<file path="config.mk">
export PLATFORM = sky130hd
export DESIGN_NAME = nested_iotlb
export DESIGN_NICKNAME = d
export VERILOG_FILES = /design/src/rtl/ntlb_pkg.sv /design/src/rtl/ntlb_merge.sv /design/src/rtl/ntlb_victim.sv /design/src/rtl/ntlb_lookup.sv /design/src/rtl/nested_iotlb.sv
export SDC_FILE = /design/constraint.sdc
export NUM_CORES = 1
export LEC_CHECK = 0
export BUFFER_PORTS_ARGS = -buffer_cell sky130_fd_sc_hd__buf_4
export CAP_MARGIN = 5
export CORE_MARGIN = 2
export CORE_UTILIZATION = 40
export DETAILED_ROUTE_END_ITERATION = 12
export PLACE_DENSITY = 0.67
export SLEW_MARGIN = 15
export SYNTH_ARGS = -nofsm -noshare
export SYNTH_HDL_FRONTEND = slang
export SYNTH_HIERARCHICAL = 1
export SYNTH_SLANG_ARGS = --single-unit
</file>
<file path="constraint.sdc">
create_clock -name clk -period 5.7 [get_ports clk]
set_input_delay 0.285 -clock clk [delete_from_list [all_inputs] [get_ports clk]]
set_output_delay 0.285 -clock clk [all_outputs]
set_load 0.005 [all_outputs]
</file>
<file path="src/rtl/ntlb_pkg.sv">
package ntlb_pkg;
   localparam int PERM_W  = 2;
   localparam int PERM_RD = 0;
   localparam int PERM_WR = 1;

   typedef enum logic {
      BLAME_S1 = 1'b0,
      BLAME_S2 = 1'b1
   } blame_e;
endpackage

</file>
<file path="src/rtl/ntlb_merge.sv">
module ntlb_merge #(
   parameter int AW = 32,
   parameter int GW = 2,
   parameter int LW = 2
) (
   input  logic                       nested,
   input  logic [AW-1:0]              iaddr,
   input  logic [AW-1:0]              s1_mask,
   input  logic [AW-1:0]              s1_oaddr,
   input  logic [GW-1:0]              s1_gran,
   input  logic [LW-1:0]              s1_level,
   input  logic [ntlb_pkg::PERM_W-1:0] s1_perm,
   input  logic [AW-1:0]              s2_mask,
   input  logic [AW-1:0]              s2_oaddr,
   input  logic [GW-1:0]              s2_gran,
   input  logic [LW-1:0]              s2_level,
   input  logic [ntlb_pkg::PERM_W-1:0] s2_perm,
   output logic [AW-1:0]              m_base,
   output logic [AW-1:0]              m_mask,
   output logic [AW-1:0]              m_out,
   output logic [GW-1:0]              m_gran,
   output logic [LW-1:0]              m_level,
   output logic [ntlb_pkg::PERM_W-1:0] m_perm,
   output logic [ntlb_pkg::PERM_W-1:0] m_pperm
);
   logic take_s2;

   // finer page wins; equal sizes keep stage 1
   assign take_s2 = nested && (s2_mask < s1_mask);

   always_comb begin
      m_mask  = take_s2 ? s2_mask  : s1_mask;
      m_gran  = take_s2 ? s2_gran  : s1_gran;
      m_level = take_s2 ? s2_level : s1_level;
      m_base  = iaddr & ~m_mask;
      m_perm  = s1_perm;
      if (nested) begin
         m_out   = (s2_oaddr & ~s2_mask) | (s1_oaddr & s2_mask);
         m_pperm = s2_perm;
      end else begin
         m_out   = s1_oaddr;
         m_pperm = s1_perm;
      end
   end
endmodule

</file>
<file path="src/rtl/ntlb_victim.sv">
module ntlb_victim #(
   parameter int N  = 4,
   parameter int IW = (N > 1) ? $clog2(N) : 1
) (
   input  logic          clk,
   input  logic          rst_n,
   input  logic          adv,
   input  logic [N-1:0]  valid_vec,
   output logic [IW-1:0] victim,
   output logic          full
);
   logic [IW-1:0] ptr_q;
   logic [IW-1:0] ptr_nxt;

   assign full = &valid_vec;

   generate
      if (N == (1 << IW)) begin : g_pow2
         assign ptr_nxt = ptr_q + 1'b1;
      end else begin : g_wrap
         assign ptr_nxt = (ptr_q == IW'(N - 1)) ? '0 : ptr_q + 1'b1;
      end
   endgenerate

   always_comb begin
      victim = ptr_q;
      for (int i = N - 1; i >= 0; i--) begin
         if (!valid_vec[i]) victim = IW'(i);
      end
   end

   always_ff @(posedge clk or negedge rst_n) begin
      if (!rst_n)            ptr_q <= '0;
      else if (adv && full)  ptr_q <= ptr_nxt;
   end

   AST_RR_STEP: assert property (@(posedge clk) disable iff (!rst_n)
      (adv && full) |=> (ptr_q != $past(ptr_q)));
endmodule

</file>
<file path="src/rtl/ntlb_lookup.sv">
module ntlb_lookup #(
   parameter int N  = 4,
   parameter int AW = 32,
   parameter int IW = (N > 1) ? $clog2(N) : 1
) (
   input  logic [AW-1:0] addr,
   input  logic [N-1:0]  valid_vec,
   input  logic [AW-1:0] base_a [N],
   input  logic [AW-1:0] mask_a [N],
   output logic          any,
   output logic [IW-1:0] idx
);
   logic [N-1:0] hitv;

   generate
      for (genvar g = 0; g < N; g++) begin : g_cmp
         assign hitv[g] = valid_vec[g] && ((addr & ~mask_a[g]) == base_a[g]);
      end
   endgenerate

   assign any = |hitv;

   always_comb begin
      idx = '0;
      for (int i = N - 1; i >= 0; i--) begin
         if (hitv[i]) idx = IW'(i);
      end
   end
endmodule

</file>
<file path="src/rtl/nested_iotlb.sv">
module nested_iotlb #(
   parameter int AW      = 32,
   parameter int ENTRIES = 4,
   parameter int GW      = 2,
   parameter int LW      = 2
) (
   input  logic          clk,
   input  logic          rst_n,
   input  logic          fill_valid,
   output logic          fill_ready,
   input  logic          fill_nested,
   input  logic [AW-1:0] fill_iaddr,
   input  logic [AW-1:0] fill_s1_mask,
   input  logic [AW-1:0] fill_s1_oaddr,
   input  logic [GW-1:0] fill_s1_gran,
   input  logic [LW-1:0] fill_s1_level,
   input  logic [1:0]    fill_s1_perm,
   input  logic [AW-1:0] fill_s2_mask,
   input  logic [AW-1:0] fill_s2_oaddr,
   input  logic [GW-1:0] fill_s2_gran,
   input  logic [LW-1:0] fill_s2_level,
   input  logic [1:0]    fill_s2_perm,
   input  logic          lkp_valid,
   output logic          lkp_ready,
   input  logic [AW-1:0] lkp_addr,
   input  logic          lkp_write,
   output logic          rsp_valid,
   output logic          rsp_hit,
   output logic          rsp_fault,
   output logic          rsp_fault_s2,
   output logic [AW-1:0] rsp_oaddr,
   output logic [GW-1:0] rsp_gran,
   output logic [LW-1:0] rsp_level
);
   import ntlb_pkg::*;

   localparam int IW = (ENTRIES > 1) ? $clog2(ENTRIES) : 1;

   generate
      if (ENTRIES < 2) begin : g_bad_entries
         $error("nested_iotlb: ENTRIES must be at least 2");
      end
      if (AW < 12) begin : g_bad_aw
         $error("nested_iotlb: AW must be at least 12");
      end
      if (GW < 1 || LW < 1) begin : g_bad_fields
         $error("nested_iotlb: GW and LW must be positive");
      end
   endgenerate

   logic [ENTRIES-1:0] e_valid;
   logic [AW-1:0]      e_base  [ENTRIES];
   logic [AW-1:0]      e_mask  [ENTRIES];
   logic [AW-1:0]      e_out   [ENTRIES];
   logic [GW-1:0]      e_gran  [ENTRIES];
   logic [LW-1:0]      e_level [ENTRIES];
   logic [PERM_W-1:0]  e_perm  [ENTRIES];
   logic [PERM_W-1:0]  e_pperm [ENTRIES];

   logic [AW-1:0]     m_base, m_mask, m_out;
   logic [GW-1:0]     m_gran;
   logic [LW-1:0]     m_level;
   logic [PERM_W-1:0] m_perm, m_pperm;
   logic [IW-1:0]     victim;
   logic              full;
   logic              fill_fire;
   logic              l_any;
   logic [IW-1:0]     l_idx;

   assign fill_ready = 1'b1;
   assign lkp_ready  = 1'b1;
   assign fill_fire  = fill_valid && fill_ready;

   ntlb_merge #(.AW(AW), .GW(GW), .LW(LW)) u_merge (
      .nested(fill_nested), .iaddr(fill_iaddr),
      .s1_mask(fill_s1_mask), .s1_oaddr(fill_s1_oaddr), .s1_gran(fill_s1_gran),
      .s1_level(fill_s1_level), .s1_perm(fill_s1_perm),
      .s2_mask(fill_s2_mask), .s2_oaddr(fill_s2_oaddr), .s2_gran(fill_s2_gran),
      .s2_level(fill_s2_level), .s2_perm(fill_s2_perm),
      .m_base(m_base), .m_mask(m_mask), .m_out(m_out), .m_gran(m_gran),
      .m_level(m_level), .m_perm(m_perm), .m_pperm(m_pperm)
   );

   ntlb_victim #(.N(ENTRIES), .IW(IW)) u_victim (
      .clk(clk), .rst_n(rst_n), .adv(fill_fire), .valid_vec(e_valid),
      .victim(victim), .full(full)
   );

   ntlb_lookup #(.N(ENTRIES), .AW(AW), .IW(IW)) u_lookup (
      .addr(lkp_addr), .valid_vec(e_valid), .base_a(e_base), .mask_a(e_mask),
      .any(l_any), .idx(l_idx)
   );

   // table storage
   always_ff @(posedge clk or negedge rst_n) begin
      if (!rst_n) begin
         e_valid <= '0;
         for (int i = 0; i < ENTRIES; i++) begin
            e_base[i]  <= '0;
            e_mask[i]  <= '0;
            e_out[i]   <= '0;
            e_gran[i]  <= '0;
            e_level[i] <= '0;
            e_perm[i]  <= '0;
            e_pperm[i] <= '0;
         end
      end else if (fill_fire) begin
         e_valid[victim] <= 1'b1;
         e_base[victim]  <= m_base;
         e_mask[victim]  <= m_mask;
         e_out[victim]   <= m_out;
         e_gran[victim]  <= m_gran;
         e_level[victim] <= m_level;
         e_perm[victim]  <= m_perm;
         e_pperm[victim] <= m_pperm;
      end
   end

   // permission check on the matched entry
   int     rbit;
   logic   s1_ok, s2_ok, grant;
   blame_e blame;
   logic [AW-1:0] x_addr;

   always_comb begin
      rbit   = lkp_write ? PERM_WR : PERM_RD;
      s1_ok  = e_perm[l_idx][rbit];
      s2_ok  = e_pperm[l_idx][rbit];
      grant  = s1_ok && s2_ok;
      blame  = s1_ok ? BLAME_S2 : BLAME_S1;
      x_addr = (e_out[l_idx] & ~e_mask[l_idx]) | (lkp_addr & e_mask[l_idx]);
   end

   always_ff @(posedge clk or negedge rst_n) begin
      if (!rst_n) begin
         rsp_valid    <= 1'b0;
         rsp_hit      <= 1'b0;
         rsp_fault    <= 1'b0;
         rsp_fault_s2 <= 1'b0;
         rsp_oaddr    <= '0;
         rsp_gran     <= '0;
         rsp_level    <= '0;
      end else begin
         rsp_valid    <= lkp_valid;
         rsp_hit      <= lkp_valid && l_any && grant;
         rsp_fault    <= lkp_valid && l_any && !grant;
         rsp_fault_s2 <= lkp_valid && l_any && !grant && (blame == BLAME_S2);
         rsp_oaddr    <= (lkp_valid && l_any && grant) ? x_addr : '0;
         rsp_gran     <= (lkp_valid && l_any && grant) ? e_gran[l_idx] : '0;
         rsp_level    <= (lkp_valid && l_any && grant) ? e_level[l_idx] : '0;
      end
   end

   AST_RSP_AFTER_REQ: assert property (@(posedge clk) disable iff (!rst_n)
      lkp_valid |=> rsp_valid);
   AST_NO_SPURIOUS_RSP: assert property (@(posedge clk) disable iff (!rst_n)
      !lkp_valid |=> !rsp_valid);
   AST_FAULT_HIDES_ADDR: assert property (@(posedge clk) disable iff (!rst_n)
      rsp_fault |-> (!rsp_hit && rsp_oaddr == '0));
   AST_BLAME_NEEDS_FAULT: assert property (@(posedge clk) disable iff (!rst_n)
      rsp_fault_s2 |-> rsp_fault);
   AST_FINER_MASK: assert property (@(posedge clk) disable iff (!rst_n)
      (fill_valid && fill_nested) |-> (m_mask <= fill_s1_mask && m_mask <= fill_s2_mask));
   AST_BASE_ALIGNED: assert property (@(posedge clk) disable iff (!rst_n)
      fill_valid |-> ((m_base & m_mask) == '0));
endmodule

</file>
==> metrics.md, run 1 <==
| Metric | Value |
|---|---|
| Initial DRC Count | 1,124 |
| Grt total ovfl | 0 |
| XOR/XNOR share of the synthesized area | 4.768% |
| Initial Utilization | 40.46% |
| Routed Antenna Nets | 0 |
| Worst setup margin | 1390 ps |
| Die area | 0.06168 mm^2 |
| EDFF count, synth | 0 |
| Most common cell after layout, fill and taps aside | dfrtp_1 |
| GP Congestion | 0.8569 |
| Routed WL per cell | 23.38 um |
| Setup_tns | 0 ps |
| Pin count of the biggest net entering global routing | 178 |
| WP data arrival | 4770 ps |
| Mux cell area share after synthesis | 27.61% |
| Slew HR | 22.70% |
| Post-CTS Resized | 0 |
| GRT Overall Usage | 22.27% |
| Leakage | 0.01277 uW |
| Max FO, Critical Path | 17 |
| Synth Area in Adders | 1.624% |
| Req. time, crit path | 6160 ps |
| CTS tree | built |
| Ys async rst share | 100.0% |
| Nets | 2,369 |
| Vias per cell | 5.392 |
| I/O pin total | 252 |
| First-pass GRT wire length | 102,500 um |
| CP Launch Type | flop |
| Register area share after synthesis | 48.41% |
| Worst-Skew Late Latency | 590 ps |
| Fin crit share | 75.62% |
| Die X-Extent | 248.3 um |
| Area fraction in compound gates after synthesis | 6.722% |
| Synth unique cells | 61 |
| Register area | 0.01156 mm^2 |
| FF+latch count, synth | 462 |
| Synth area leader | dfrtp_1 |
| Drc violations | 0 |
| Syn avg cell area | 12.68 um^2 |
| Peak supply drop | 0.2167 mV |
| Placed cells | 2,845 |
| Area added between synthesis and finish | 17.93% |
| Final Hold Violating Endpoints | 0 |
| Worst Setup End Kind | flop |
| Clk sinks | 462 |
| CP max-delay cell | nor2_2 |
| Largest cells by area after synthesis | dfrtp_1 48%, mux2_2 21%, mux2i_1 5.5% |
| Critical path's largest stage delay | 900 ps |
| Setup violations, final | 0 |
| Top cell type's share of synthesized area | 48.41% |
| Cts bufs inserted | 49 |
| # rows | 89 |
| Synthesized area | 0.02388 mm^2 |
| Pre-CTS setup slack | 1403 ps |
| Clk_skew | 17.12 ps |
| Cells after Synth | 1,883 |
| Least-Margin Pin Slew | 1158 ps |
| Root Buffer | clkbuf_16 |
| Initial antenna violation count | 4 |
| Synth warn | 6 |
| Simple logic cell fraction of the synthesized area | 7.906% |
| Core area | 0.05902 mm^2 |
| Fmax | 0.2320 GHz |
| DPL Wire Length | 49,060 um |
| Most frequent cells in the layout | 462 x dfrtp_1, 451 x mux2_2, 268 x buf_4, 131 x mux2i_1, 130 x xnor2_1 |
| Height of the chip | 248.3 um |
| Hold Crit Class | in -> reg |
| Placed cell area | 0.02652 mm^2 |
| Share of cells above drive strength 1 | 39.66% |
| Cell breakdown of the critical path | nand2b_1 > xnor2_1 > nor4_1 > nand3_1 > or4_4 > nand2b_1 > a21boi_1 > buf_4 > nor2_2 > buf_4 > a22oi_1 > nand2_1 > nor2_1 |
| Port Buffers | 249 |
| H-tree levels | 2 |
| Setup CP Type | reg -> reg |
| Tmin final | 4310 ps |
| Design Area, Final | 0.02816 mm^2 |
| Fill cells | 5,272 |
| DR vias | 15,860 |
| DRT Pass-1 Iters | 6 |
| Non-Filler Instances | 2,942 |
| Vias in the first global route | 16,100 |
| MaxCap Viol Count | 0 |
| Max-slew violations | 0 |
| Clock Tree Buf Depth | 3 |
| CTS clock-pin slew for the worst setup and hold paths | 60 ps |
| Pwr/cell area | 491.0 mW/mm^2 |
| Final WL | 68,770 um |
| Multi-input gate area | 0.01166 mm^2 |
| Top_reg_cell synth | dfrtp_1 |
| Largest family of logic cells by synthesized area | multiplexers |
| RSZ-0062 raised after global routing | no |
| Status | finished, final reports clean |
synthesized netlist by cell type, drive strengths merged (17+ instances only):
cell / n
nor2: 38
nor2b: 73
buf: 60
nand2: 42
nand4: 21
ha: 31
dfrtp: 462
clkbuf: 24
a211oi: 33
xnor2: 130
a22oi: 65
a21o: 38
o21a: 33
nand2b: 99
nor4: 17
mux2i: 131
mux2: 456
inv: 67
metrics by stage:
| step | util [%] | hold WS, ps | total power [uW] |
|---|---|---|---|
| after global routing | 47.71 | 108.8 | 14520 |
| after floorplan | - | -10.59 | 9121 |
| final | 47.72 | 116.0 | 13830 |
| after CTS | 47.71 | 100.9 | 13890 |
| after detailed placement | 44.94 | 399.0 | 10700 |
| after global placement | 44.94 | 393.1 | 10520 |
path summary, 6_finish.rpt:
kind | slack (ps) | from | cells past startpoint | to
setup / recovery | 1390 | e_mask[41] | 13 | rsp_oaddr[10]
hold / removal | 120 | fill_s2_oaddr[4] | 3 | e_out[4]
setup reg to reg | 1390 | e_mask[41] | 13 | rsp_oaddr[10]
hold reg to reg | 480 | u_victim/ptr_q[1] | 1 | u_victim/ptr_q[1]
max in group asynchronous | 3840 | rst_n | 3 | e_out[80]
min in group asynchronous | 320 | rst_n | 2 | e_level[0]
final cells by class:
class	count	share of cell area [%]
Sequential cell	462	41.05
Multi-Input combinational cell	1271	41.39
Inverter	67	0.8930
Antenna cell	3	0.02666
Clock buffer	74	5.113
Timing Repair Buffer	277	7.588
Tap cell	773	3.434
Clock inverter	15	0.5020
worst max-delay path, delay by kind of cell (launching register included):
kind                   cells  cell delay [ps]
buffers and inverters      2              690
AO/OA/AOI/OAI              2              210
AND/OR/NAND/NOR            8             2670
XOR/XNOR                   1              170
flip-flops                 1              400
layer usage:
layer	share of wire [%]	global-route usage [%]
met1	44	30.41
met2	49	37.39
met3	4.6	3.307
met4	2.2	5.147
met5	0.010	0
state kept, by name, indices dropped and copies added, names as in the netlist:
| signal | flops |
|---|---|
| rsp_fault_s2 | 1 |
| e_pperm | 8 |
| rsp_level | 2 |
| rsp_fault | 1 |
| rsp_valid | 1 |
| rsp_gran | 2 |
| rsp_hit | 1 |
| u_victim/ptr_q | 2 |
| e_out | 128 |
| e_valid | 4 |
| e_level | 8 |
| e_perm | 8 |
| rsp_oaddr | 32 |
| e_base | 128 |
| e_gran | 8 |
| e_mask | 128 |
kinds of logic after synthesis:
family,after synthesis
muxes,593
DFF,462
and+or+nand+nor,324
AOI/OAI and AO/OA,191
buffers and inverters,151
xor gates and xnor gates,130
adders and majority gates,31
other,1
power by group:
part	total [uW]	leakage [uW]	switching [uW]	internal, uW
Clock	3150	0.000779	1320	1830
Combinational	4950	0.00630	2240	2700
Sequential	5730	0.00569	989	4740
what timing repair did:
action,in CTS,in global routing
endpoints found under the setup margin,0,0
hold buffers,5,0
buffers inserted,0,0
hold endpoints to repair,114,0
Note: power is estimated with default switching activity, not from simulation.
==> run 2, diff against run 1 <==
ABC_AREA = 1   (was unset)
PLACE_DENSITY = 0.69   (was 0.67)
clock period = 3.6 ns   (was 5.7 ns; I/O delays follow)
==> run 2 against run 1 <==
Final cell count rose by 49%; power increased by 54%; critical path depth increased by 3; largest power group unchanged; clock skew decreased by 3.6 ps; non-clock buffer count is 60 higher; largest cell class is now sequential cells.
==> metrics.md, run 2 <==
| Metric | Value |
|---|---|
| Status | finished, final reports clean |
| Largest cells by area after synthesis | dfrtp_1 47%, nand2_1 16%, o21ai_0 11% |
| First-pass GRT wire length | 126,700 um (+24%) |
| GRT Overall Usage | 26.22% (+3.9 points) |
| Least-Margin Pin Slew | 826.5 ps (-331.8 ps) |
| Mux cell area share after synthesis | 1.308% (-26 points) |
| Port Buffers | 249 (unchanged) |
| Pre-CTS setup slack | 491.0 ps (-912.1 ps) |
| Worst Setup End Kind | flop |
| Post-Route Utilization | 48.40% (+0.68 points) |
| Vias in the first global route | 21,330 (+32%) |
| Worst-Skew Late Latency | 600 ps (about the same) |
| Hold Crit Class | in -> reg |
| Sequential Power Share | 42.8% (+1.3 points) |
| Worst setup margin | 454.4 ps (-935.4 ps) |
| Setup violations, final | 0 (unchanged) |
| EDFF count, synth | 0 (unchanged) |
| Final WL | 82,880 um (+21%) |
| Critical path's most frequent cell | nand2_1 |
| Syn avg cell area | 7.370 um^2 (-42%) |
| Area added between synthesis and finish | 19.53% |
| Peak supply drop | 0.4474 mV (+110%) |
| Share of cells above drive strength 1 | 12.30% (-27 points) |
| Internal power | 12,980 uW (+40%) |
| RSZ-0062 raised after global routing | no |
| MaxCap Viol Count | 0 (unchanged) |
| I/O pin total | 252 (unchanged) |
| Slew HR | 44.90% (+22 points) |
| Synth Area in Adders | 1.584% (-0.040 points) |
| Most frequent cell after synthesis | nand2_1 |
| CTS Hold Buffers Added | 45 (+40) |
| Area fraction in compound gates after synthesis | 11.92% (+5.2 points) |
| CP delay by family, top | simple AND/OR/NAND/NOR gates |
| Worst R2R Setup Slack | 450 ps (-940 ps) |
| Die X-Extent | 251.4 um (+1.2%) |
| Cts bufs inserted | 50 (+2.0%) |
| Critical path's largest stage delay | 410 ps (-490 ps) |
| Clock Tree Buf Depth | 3 (unchanged) |
| Most common cell after layout, fill and taps aside | nand2_1 |
| Synth top cells by count | 1,041 x nand2_1, 523 x o21ai_0, 462 x dfrtp_1 |
| Post-CTS Resized | 0 (unchanged) |
| DPL Wire Length | 60,080 um (+22%) |
| Core area | 0.06047 mm^2 (+2.5%) |
| Switching pwr | 8247 uW (+81%) |
| Synth warn | 6 (unchanged) |
| Pin count of the biggest net entering global routing | 149 (-16%) |
| Clk sinks | 462 (unchanged) |
| Top cell type's share of synthesized area | 47.22% (-1.2 points) |
| CP Launch Type | flop |
| Synthesized area | 0.02448 mm^2 (+2.5%) |
| Clock share of power | 24.6% (+1.8 points) |
| CP max-delay cell | dfrtp_1 |
| Cell breakdown of the critical path | o21ai_0 > o21ai_0 > nor2_1 > nand4_1 > nor2_2 > nand2_1 > nand2_1 > nor2_4 > inv_2 > buf_4 > nor2_1 > o21ai_0 > nand2_1 > nand2_1 > nand2_1 > nor2_2 |
| # rows | 90 (+1.1%) |
| Drc violations | 0 (unchanged) |
| Synth area leader | dfrtp_1 |
| Max FO, Critical Path | 21 (+4) |
| Initial Utilization | 40.49% (about the same) |
| Register area share after synthesis | 47.22% (-1.2 points) |
| Initial antenna violation count | 2 (-2) |
| GP Congestion | 1.000 (+17%) |
| Max-slew violations | 0 (unchanged) |
| Req. time, crit path | 4120 ps (-2040 ps) |
| Synth unique cells | 42 (-31%) |
| Simple logic cell fraction of the synthesized area | 26.64% (+19 points) |
| Largest family of logic cells by synthesized area | simple AND/OR/NAND/NOR gates |
| Setup CP Type | reg -> reg |
| WP data arrival | 3670 ps (-1100 ps) |
| Initial DRC Count | 2,205 (+96%) |
| Nets | 3,796 (+60%) |
| Setup_tns | 0 ps (unchanged) |
| Vias per cell | 5.110 (-5.2%) |
| Gate power share | 32.7% (-3.1 points) |
| CTS tree | built |
| Tmin final | 3146 ps (-1165 ps) |
| CTS clock-pin slew for the worst setup and hold paths | 60 ps (about the same) |
| Most frequent cells in the layout | 1,041 x nand2_1, 523 x o21ai_0, 462 x dfrtp_1, 397 x inv_1, 314 x nor2_1 |
| Fill cells | 5,983 (+13%) |
| XOR/XNOR share of the synthesized area | 1.717% (-3.1 points) |
| Routed Antenna Nets | 0 (unchanged) |
| Pwr/cell area | 725.4 mW/mm^2 (+48%) |
| Switching share of power | 38.85% (+5.9 points) |
| Ys async rst share | 100.0% (unchanged) |
| Routed WL per cell | 18.93 um (-19%) |
| FF+latch count, synth | 462 (unchanged) |
| Number of setup buffers added after CTS | 0 (unchanged) |
| Final Hold Violating Endpoints | 0 (unchanged) |
| Fin Hold WS | 15.37 ps (-100.6 ps) |
| Root Buffer | clkbuf_16 |
| Die area | 0.06320 mm^2 (+2.5%) |
| Crit path buf inv count | 2 (unchanged) |
| Leakage | 0.01532 uW (+20%) |
| Grt total ovfl | 0 (unchanged) |
| Cells after Synth | 3,322 (+76%) |
| Biggest regs | e_base x128, e_mask x128, e_out x128 |
| Placed cell area | 0.02714 mm^2 (+2.3%) |
| DRT Pass-1 Iters | 8 (+2) |
| H-tree levels | 2 (unchanged) |
| Height of the chip | 251.4 um (+1.2%) |
| Top_reg_cell synth | dfrtp_1 |
| Design Area, Final | 0.02927 mm^2 (+3.9%) |
| DR vias | 22,370 (+41%) |
| Clk_skew | 13.56 ps (-3.566 ps) |
| Fin crit share | 87.38% (+12 points) |
| Fmax | 0.3179 GHz (+37%) |
[run 2: cell count changes after synthesis, sizes merged, moves of 158 or more]
cell | before | now
mux2 | 456 | 0
o21ai | 3 | 541
nand3 | 13 | 171
nand2 | 42 | 1048
inv | 67 | 409
nor2 | 38 | 352
[run 2: path summary, 6_finish.rpt]
kind | endpoint | start | depth (start not counted)
hold reg to reg | e_gran[5] | e_gran[5] | 2
setup reg to reg | rsp_oaddr[5] | e_mask[68] | 16
max in group asynchronous | e_base[120] | rst_n | 3
setup / recovery | rsp_oaddr[5] | e_mask[68] | 16
hold / removal | e_out[121] | fill_s1_oaddr[25] | 5
min in group asynchronous | e_out[108] | rst_n | 2
[run 2: worst reg2reg max path: cells and delay by family, from the launching register on]
family / cells / cell delay, ps
AOI/OAI and AO/OA: 3 / 730
and+or+nand+nor: 11 / 1280
buffers and inverters: 2 / 620
DFF: 1 / 410
[run 2: logic make-up after synthesis]
group,Yosys count
xor gates and xnor gates,48
buffers and inverters,566
muxes,32
and+or+nand+nor,1610
DFF,462
AOI/OAI and AO/OA,572
other,1
adders and majority gates,31
[run 2: area by class of cell]
class | count | area [um^2] | area share, %
inverters | 409 | 1538 | 5.254
well taps | 782 | 978.4 | 3.343
repair buffers | 337 | 2875 | 9.825
diodes | 2 | 5.005 | 0.01710
clock buffers | 75 | 1485 | 5.075
clock inverters | 16 | 180.2 | 0.6156
multi-input cells | 2295 | 10640 | 36.37
flip-flops and latches | 462 | 11560 | 39.50
[run 2: layer usage]
metal	up-vias	share of wire, %	global-route usage (%)
met4	0	4.7	11.53
met2	927	46	42.21
met3	143	8.0	5.301
met1	10480	41	34.26
li1	10820	-	-
met5	-	0	0
[run 2: per-stage QoR]
step                      cells  power (uW)
after detailed placement   4240       15830
after CTS                  4376       21150
after global routing       4376       22690
after global placement     4240       15620
after floorplan            3323       13210
final                      4378       21230
[run 2: power by group through the flow]
stage | Clock (uW) | Sequential, uW | Combinational (uW)
after floorplan | 0 | 8620 | 4590
after global placement | 0 | 9040 | 6570
after detailed placement | 0 | 9100 | 6730
after CTS | 5290 | 9040 | 6810
after global routing | 5500 | 9370 | 7820
final | 5220 | 9080 | 6930
